### src/rtl/agen_pkg.sv
package agen_pkg;
  // Extended-form displacement size codes
  typedef enum logic [1:0] {
    DSP_NONE = 2'b00,
    DSP_W32  = 2'b01,
    DSP_W64A = 2'b10,
    DSP_W64B = 2'b11
  } dsp_kind_t;

  localparam int unsigned SHORT_DISP_W = 16;
  localparam int unsigned MID_DISP_W   = 32;
endpackage

### src/rtl/agen_base_sel.sv
module agen_base_sel #(
  parameter int unsigned ADDR_W = 64,
  parameter int unsigned SPEC_W = 5
) (
  input  logic [SPEC_W-1:0] spec,
  input  logic [ADDR_W-1:0] reg_val,
  input  logic [ADDR_W-1:0] ip,
  output logic [ADDR_W-1:0] base_term,
  output logic              used_ip
);
  // Register number zero in the base slot means the instruction pointer
  always_comb begin
    used_ip   = (spec == '0);
    base_term = used_ip ? ip : reg_val;
  end
endmodule

### src/rtl/agen_index_scale.sv
module agen_index_scale #(
  parameter int unsigned ADDR_W  = 64,
  parameter int unsigned SPEC_W  = 5,
  parameter int unsigned SCALE_W = 2
) (
  input  logic               enable,
  input  logic [SPEC_W-1:0]  spec,
  input  logic [ADDR_W-1:0]  reg_val,
  input  logic [SCALE_W-1:0] scale,
  output logic [ADDR_W-1:0]  idx_term
);
  localparam int unsigned NSHIFT = 1 << SCALE_W;

  logic [ADDR_W-1:0] shifted [NSHIFT];

  // One shifted copy per scale code; the scale picks one
  for (genvar s = 0; s < NSHIFT; s++) begin : g_shift
    assign shifted[s] = reg_val << s;
  end

  always_comb begin
    if (!enable || spec == '0) idx_term = '0;
    else                       idx_term = shifted[scale];
  end
endmodule

### src/rtl/agen_disp_ext.sv
module agen_disp_ext
  import agen_pkg::*;
#(
  parameter int unsigned ADDR_W = 64
) (
  input  logic              ext_form,
  input  logic [1:0]        sel,
  input  logic [ADDR_W-1:0] word,
  output logic [ADDR_W-1:0] disp_term
);
  localparam int unsigned S_PAD = ADDR_W - SHORT_DISP_W;
  localparam int unsigned M_PAD = ADDR_W - MID_DISP_W;

  logic [ADDR_W-1:0] sx_short, sx_mid;
  dsp_kind_t         kind;

  assign sx_short = {{S_PAD{word[SHORT_DISP_W-1]}}, word[SHORT_DISP_W-1:0]};
  assign sx_mid   = {{M_PAD{word[MID_DISP_W-1]}}, word[MID_DISP_W-1:0]};
  assign kind     = dsp_kind_t'(sel);

  always_comb begin
    if (!ext_form) begin
      disp_term = sx_short;
    end else begin
      unique case (kind)
        DSP_NONE: disp_term = '0;
        DSP_W32:  disp_term = sx_mid;
        default:  disp_term = word;
      endcase
    end
  end
endmodule

### src/rtl/mref_agen.sv
module mref_agen #(
  parameter int unsigned ADDR_W  = 64,
  parameter int unsigned SPEC_W  = 5,
  parameter int unsigned SCALE_W = 2,
  parameter bit          REG_OUT = 1'b1
) (
  input  logic               clk,
  input  logic               rst,
  input  logic               in_valid,
  input  logic               ext_form,
  input  logic [SPEC_W-1:0]  base_spec,
  input  logic [ADDR_W-1:0]  base_val,
  input  logic [SPEC_W-1:0]  idx_spec,
  input  logic [ADDR_W-1:0]  idx_val,
  input  logic [SCALE_W-1:0] scale,
  input  logic [1:0]         disp_sel,
  input  logic [ADDR_W-1:0]  disp_word,
  input  logic [ADDR_W-1:0]  ip,
  output logic               out_valid,
  output logic [ADDR_W-1:0]  ea,
  output logic               ip_rel
);
  logic [ADDR_W-1:0] base_term, idx_term, disp_term, sum_c;
  logic              used_ip;

  agen_base_sel #(.ADDR_W(ADDR_W), .SPEC_W(SPEC_W)) u_base (
    .spec(base_spec), .reg_val(base_val), .ip(ip),
    .base_term(base_term), .used_ip(used_ip)
  );

  agen_index_scale #(.ADDR_W(ADDR_W), .SPEC_W(SPEC_W), .SCALE_W(SCALE_W)) u_idx (
    .enable(ext_form), .spec(idx_spec), .reg_val(idx_val), .scale(scale),
    .idx_term(idx_term)
  );

  agen_disp_ext #(.ADDR_W(ADDR_W)) u_disp (
    .ext_form(ext_form), .sel(disp_sel), .word(disp_word),
    .disp_term(disp_term)
  );

  // Three-input sum, carries past the top bit discarded
  assign sum_c = base_term + idx_term + disp_term;

  // Short form never carries an index term
  AST_SHORT_NO_IDX: assert property (@(posedge clk) disable iff (rst)
    !ext_form |-> idx_term == '0);
  // Zero index register contributes nothing
  AST_IDX_ZERO: assert property (@(posedge clk) disable iff (rst)
    (ext_form && idx_spec == '0) |-> idx_term == '0);
  // Scaled index has its low scale bits clear
  AST_SCALE_ALIGN: assert property (@(posedge clk) disable iff (rst)
    ext_form |-> (idx_term & ((ADDR_W'(1) << scale) - ADDR_W'(1))) == '0);
  // Short displacement upper bits copy bit 15
  AST_DISP_SEXT: assert property (@(posedge clk) disable iff (rst)
    !ext_form |-> (disp_term[ADDR_W-1:15] == '0 || disp_term[ADDR_W-1:15] == '1));

  if (REG_OUT) begin : g_reg
    logic              vld_q, iprel_q;
    logic [ADDR_W-1:0] ea_q;

    always_ff @(posedge clk) begin
      if (rst) begin
        vld_q   <= 1'b0;
        ea_q    <= '0;
        iprel_q <= 1'b0;
      end else begin
        vld_q <= in_valid;
        if (in_valid) begin
          ea_q    <= sum_c;
          iprel_q <= used_ip;
        end
      end
    end

    assign out_valid = vld_q;
    assign ea        = ea_q;
    assign ip_rel    = iprel_q;

    AST_VALID_RISE: assert property (@(posedge clk) disable iff (rst)
      in_valid |=> out_valid);
    AST_VALID_IDLE: assert property (@(posedge clk) disable iff (rst)
      !in_valid |=> (!out_valid && $stable(ea) && $stable(ip_rel)));
    AST_IP_FLAG: assert property (@(posedge clk) disable iff (rst)
      in_valid |=> ip_rel == $past(base_spec == '0));
  end else begin : g_comb
    assign out_valid = in_valid;
    assign ea        = sum_c;
    assign ip_rel    = used_ip;
  end
endmodule

### config.mk
export PLATFORM = sky130hd
export DESIGN_NAME = mref_agen
export DESIGN_NICKNAME = d
export VERILOG_FILES = /design/src/rtl/agen_pkg.sv /design/src/rtl/agen_base_sel.sv /design/src/rtl/agen_index_scale.sv /design/src/rtl/agen_disp_ext.sv /design/src/rtl/mref_agen.sv
export SDC_FILE = /design/constraint.sdc
export NUM_CORES = 1
export LEC_CHECK = 0
export ABC_AREA = 1
export BUFFER_PORTS_ARGS = -buffer_cell sky130_fd_sc_hd__buf_2
export CORE_ASPECT_RATIO = 1.75
export CORE_MARGIN = 1
export CORE_UTILIZATION = 53
export CTS_CLUSTER_DIAMETER = 80
export DETAILED_ROUTE_END_ITERATION = 8
export GPL_TIMING_DRIVEN = 1
export PLACE_DENSITY = 0.76
export SETUP_SLACK_MARGIN = 0.4
export SYNTH_ARGS = -nofsm -noshare
export SYNTH_HDL_FRONTEND = slang
export SYNTH_HIERARCHICAL = 1
export SYNTH_SLANG_ARGS = --single-unit
### constraint.sdc
create_clock -name clk -period 3.8 [get_ports clk]
set_clock_uncertainty 0.2 [all_clocks]
set_input_delay 0.57 -clock clk [delete_from_list [all_inputs] [get_ports clk]]
set_output_delay 0.57 -clock clk [all_outputs]
set_load 0.1 [all_outputs]
==> impl_results.md, run 1 <==
- Status: did not finish
- Stopping stage: global routing (5_1_grt)
- Err: [ERROR GRT-0232] Routing congestion too high. Check the congestion heatmap in the GUI.
- YS warnings: 6
- Area of the mapped netlist: 13200 um2
- Largest net degree at the start of global routing: 86
- Net Count, Synth: 2873
- CTS sink cnt: 66
- GRT overflow: 11
- # hold bufs at CTS: 0
- Post-synth ARST share: 0%
- CTS Buffer Depth: 2
- DIE WIDTH: 121 um
- Largest cells by area after synthesis: nand2_1, inv_1, dfxtp_1
- H-tree levels: 3
- Placer Congestion: 1.02
- Yosys top cell area share: 29.7%
- Pre-CTS setup slack: -0.233 ns
- Seq/Total Area, Yosys: 10.0%
- Overall Global Routing Usage: 60.5%
- Number of synthesized flops with an enable pin: 0
- Die height: 211 um
- Avg Cell Area, Syn: 5.33 um2
- Register bit total from synthesis: 66
- Netlist cell types: 41
- IO Pins: 340
- Area of placed instances: 16600 um2
- Top FF cell, synth: dfxtp_1
- CTS Buf Count: 9
- Initial Util: 53.8%
- Hpwl dp: 47100 um
- Port bufs: 339
- Cell Rows: 76
- Yosys top cell by area: nand2_1
- Post-synthesis cell count: 2473
- Root buffer cell: clkbuf_16
## what timing repair did
item,CTS
cloned,7
pin swaps,51
gates resized for setup,193
setup buffers,9
endpoints found under the setup margin,50
## cell usage after synthesis (all sizes together) (2+ instances only)
master  count
xnor2      14
inv       377
a31oi       2
o211ai      4
clkbuf     27
nand2    1058
dfxtp      66
and2        3
o21bai      2
a21oi      59
fa         64
xor2       16
nand3     225
nor2      284
o21ai      44
nor3       11
nor4        3
ha         62
buf        72
nand4      75
## through the flow
step	std cells	util, %
2_1_floorplan	2473	-
3_3_place_gp	3247	67.7
3_5_place_dp	3247	67.7
4_1_cts	3279	74.0
## cells by family after synthesis
family / after synthesis / share of synthesized area [%]
simple gates: 1661 / 52.4
buf+inv: 478 / 15.6
fa+ha+maj: 126 / 15.6
compound gates: 112 / 4.40
flops: 66 / 10.0
xor+xnor: 30 / 1.99
## layer usage
| metal | overflow | GRT usage, % |
|---|---|---|
| met5 | 0 | 12.5 |
| met4 | 4 | 68.3 |
| met3 | 0 | 35.7 |
| met2 | 7 | 86.9 |
| met1 | 0 | 54.5 |
==> run 2, diff against run 1 <==
Settings changed: CORE_ASPECT_RATIO 1.75 to unset, CORE_UTILIZATION 53 to 38, CTS_CLUSTER_DIAMETER 80 to unset, PLACE_DENSITY 0.76 to unset, PLACE_DENSITY_LB_ADDON set to 0.15, SETUP_SLACK_MARGIN 0.4 to unset.
==> impl_results.md, run 2 <==
- Top-count cell post-synth: nand2_1
- Pre-CTS setup slack: -0.317 ns
- Root buffer cell: clkbuf_16
- Largest register FFs: 64
- Largest net degree at the start of global routing: 56
- Minimum period implied by the final worst setup slack: 3.66 ns
- Placer Congestion: 0.963
- Via density: 4.83
- Register bit total from synthesis: 66
- Setup crit end kind: flop
- Initial antenna violation count: 0
- Worst-path clk slew: 0.06 ns
- DR iter-0 viols: 1341
- Final Setup Violations: 0
- Top sig layer: met4
- Synth cell count leaders: nand2_1, inv_1, nor2_1, nand3_1, nand4_1
- # hold bufs at CTS: 0
- CTS Buf Count: 9
- Setup WS post-layout: 0.139 ns
- Port bufs: 339
- CTS tree: built
- Static leakage: 10.6 nW
- Length of routed met3 wiring: 3310 um
- Max VDD drop: 0.000540 V
- CTS Buffer Depth: 2
- GRT overflow: 0
- Clk Latency, worst-skew pair: 0.34 ns
- Net Count, Synth: 2873
- Total Wirelength: 54000 um
- Routed Antenna Nets: 0
- Worst hold slack: 0.285 ns
- Hpwl dp: 46500 um
- Final cell count without fillers: 3391
- Avg Cell Area, Syn: 5.33 um2
- Routed wire per std cell: 15.9 um
- DIE WIDTH: 188 um
- PwrDens: 413 nW/um2
- First-pass GRT wire length: 82600 um
- Post-Place Cells: 3370
- Filler cell count: 3750
- Status: completed
- Number of nets in the layout: 3338
- Die area: 35500 um2
- Total power: 7.14 mW
- Leading cell type in the layout, fill and taps excluded: nand2_1
- Yosys top cell area share: 29.7%
- Seq/Total Area, Yosys: 10.0%
- Worst setup SP type: primary input
- Initial Util: 38.9%
- YS warnings: 6
- Met2 WL: 22100 um
- Final hold viol count: 0
- DR pass1 iterations: 7
- Yosys top cell by area: nand2_1
- Largest cells by area after synthesis: nand2_1, inv_1, dfxtp_1
- Count of antenna diodes in the layout: 0
- Final period utilization: 96.3%
- Commonest non-fill, non-tap cells in the layout: nand2_1, inv_1, buf_2
- Worst-Margin Slew: 0.812 ns
- Critical path arrival: 3.70 ns
- Number of global-route vias before repair: 15.2k
- Number of synthesized flops with an enable pin: 0
- Worst EP required: 3.84 ns
- Synthesis-to-layout area growth: 30.9%
- Max Slew Vio Count: 0
- Slew margin rel.: 45.5%
- MaxCap Viol Count: 0
- Setup TNS: 0 ns
- Post-synthesis cell count: 2473
- Fmax: 0.273 GHz
- Top FF cell, synth: dfxtp_1
- Die height: 188 um
- CTS sink cnt: 66
- H-tree levels: 3
- RSZ-0062 raised after global routing: yes
- Overall Global Routing Usage: 29.7%
- Share of cells above drive strength 1: 23.3%
- Residual DRC: 0
- IO Pins: 340
- HP Class: reg -> reg
- Core outline area: 33900 um2
- CP max FO: 48
- Cell Rows: 67
- Via count: 16.4k
- Routed met1 length: 28200 um
- Area of the mapped netlist: 13200 um2
- Critical setup path kind: in -> reg
- Post-synth ARST share: 0%
- Netlist cell types: 41
run 2: cell counts after synthesis:
No cell type changed its count.
run 2: per-stage QoR:
stage	util (%)	instance area (um2)
2_1_floorplan	-	13200
5_1_grt	51.0	17300
4_1_cts	49.8	16900
6_report	51.0	17300
3_3_place_gp	48.9	16600
3_5_place_dp	48.9	16600
run 2: cells by family (layout without fill, tap and decap cells):
group	Yosys count	in the layout	share of synthesized area, %
and+or+nand+nor	1661	1661	52.4
buffers and inverters	478	948	15.6
adders and majority gates	126	126	15.6
AOI/OAI and AO/OA	112	112	4.40
DFF	66	66	10.0
xor gates and xnor gates	30	30	1.99
run 2: final timing paths:
path	start	to	slack, ns	cells past startpoint
worst max-delay path	base_spec[1]	ea[56]$_SDFFE_PP0P_	0.14	22
worst min-delay path	ea[24]$_SDFFE_PP0P_	ea[24]$_SDFFE_PP0P_	0.28	2
worst max register to register	ea[32]$_SDFFE_PP0P_	ea[32]$_SDFFE_PP0P_	2.86	4
worst min register to register	ea[24]$_SDFFE_PP0P_	ea[24]$_SDFFE_PP0P_	0.28	2
run 2: layer usage:
metal	track usage, %	up-vias
li1	-	8493
met1	46.9	7288
met2	44.5	572
met3	1.83	26
met4	3.44	0
met5	0	-
run 2: critical path, stage by stage:
cell	delay, ns
buf_2	0.11
nor2_4	0.17
nand3_2	0.13
buf_12	0.20
buf_4	0.21
nand2_1	0.06
nand2_1	0.08
fa_1	0.54
ha_2	0.31
nand2_1	0.09
nand2_1	0.09
nand2_1	0.07
nand3_1	0.14
a21oi_1	0.22
nand2_1	0.07
a21oi_1	0.16
buf_4	0.15
nand2_1	0.04
nand2_1	0.06
nand3_1	0.06
nand2_1	0.07
inv_1	0.03
run 2: repair_timing:
action,4_1_cts,5_1_grt
buffers inserted,0,4
hold endpoints to repair,0,0
gates resized for setup,0,72
endpoints found under the setup margin,0,44
run 2: area by class of cell:
type / count / area (um2) / share of cell area [%]
clock buffers: 9 / 225 / 1.30
repair buffers: 554 / 3510 / 20.3
clock inverters: 7 / 58.8 / 0.341
multi-input cells: 1929 / 10200 / 58.9
inverters: 378 / 1420 / 8.22
well taps: 448 / 561 / 3.25
flip-flops and latches: 66 / 1320 / 7.65
run 2: report_power, final:
part           switching, mW  leakage, nW  internal, mW  total, mW
logic                   3.59         9.93          1.87       5.46
registers             0.0673        0.548         0.813      0.880
clock network          0.348        0.133         0.452      0.800
total                   4.01         10.6          3.13       7.14
(Power assumes the default switching activity.)
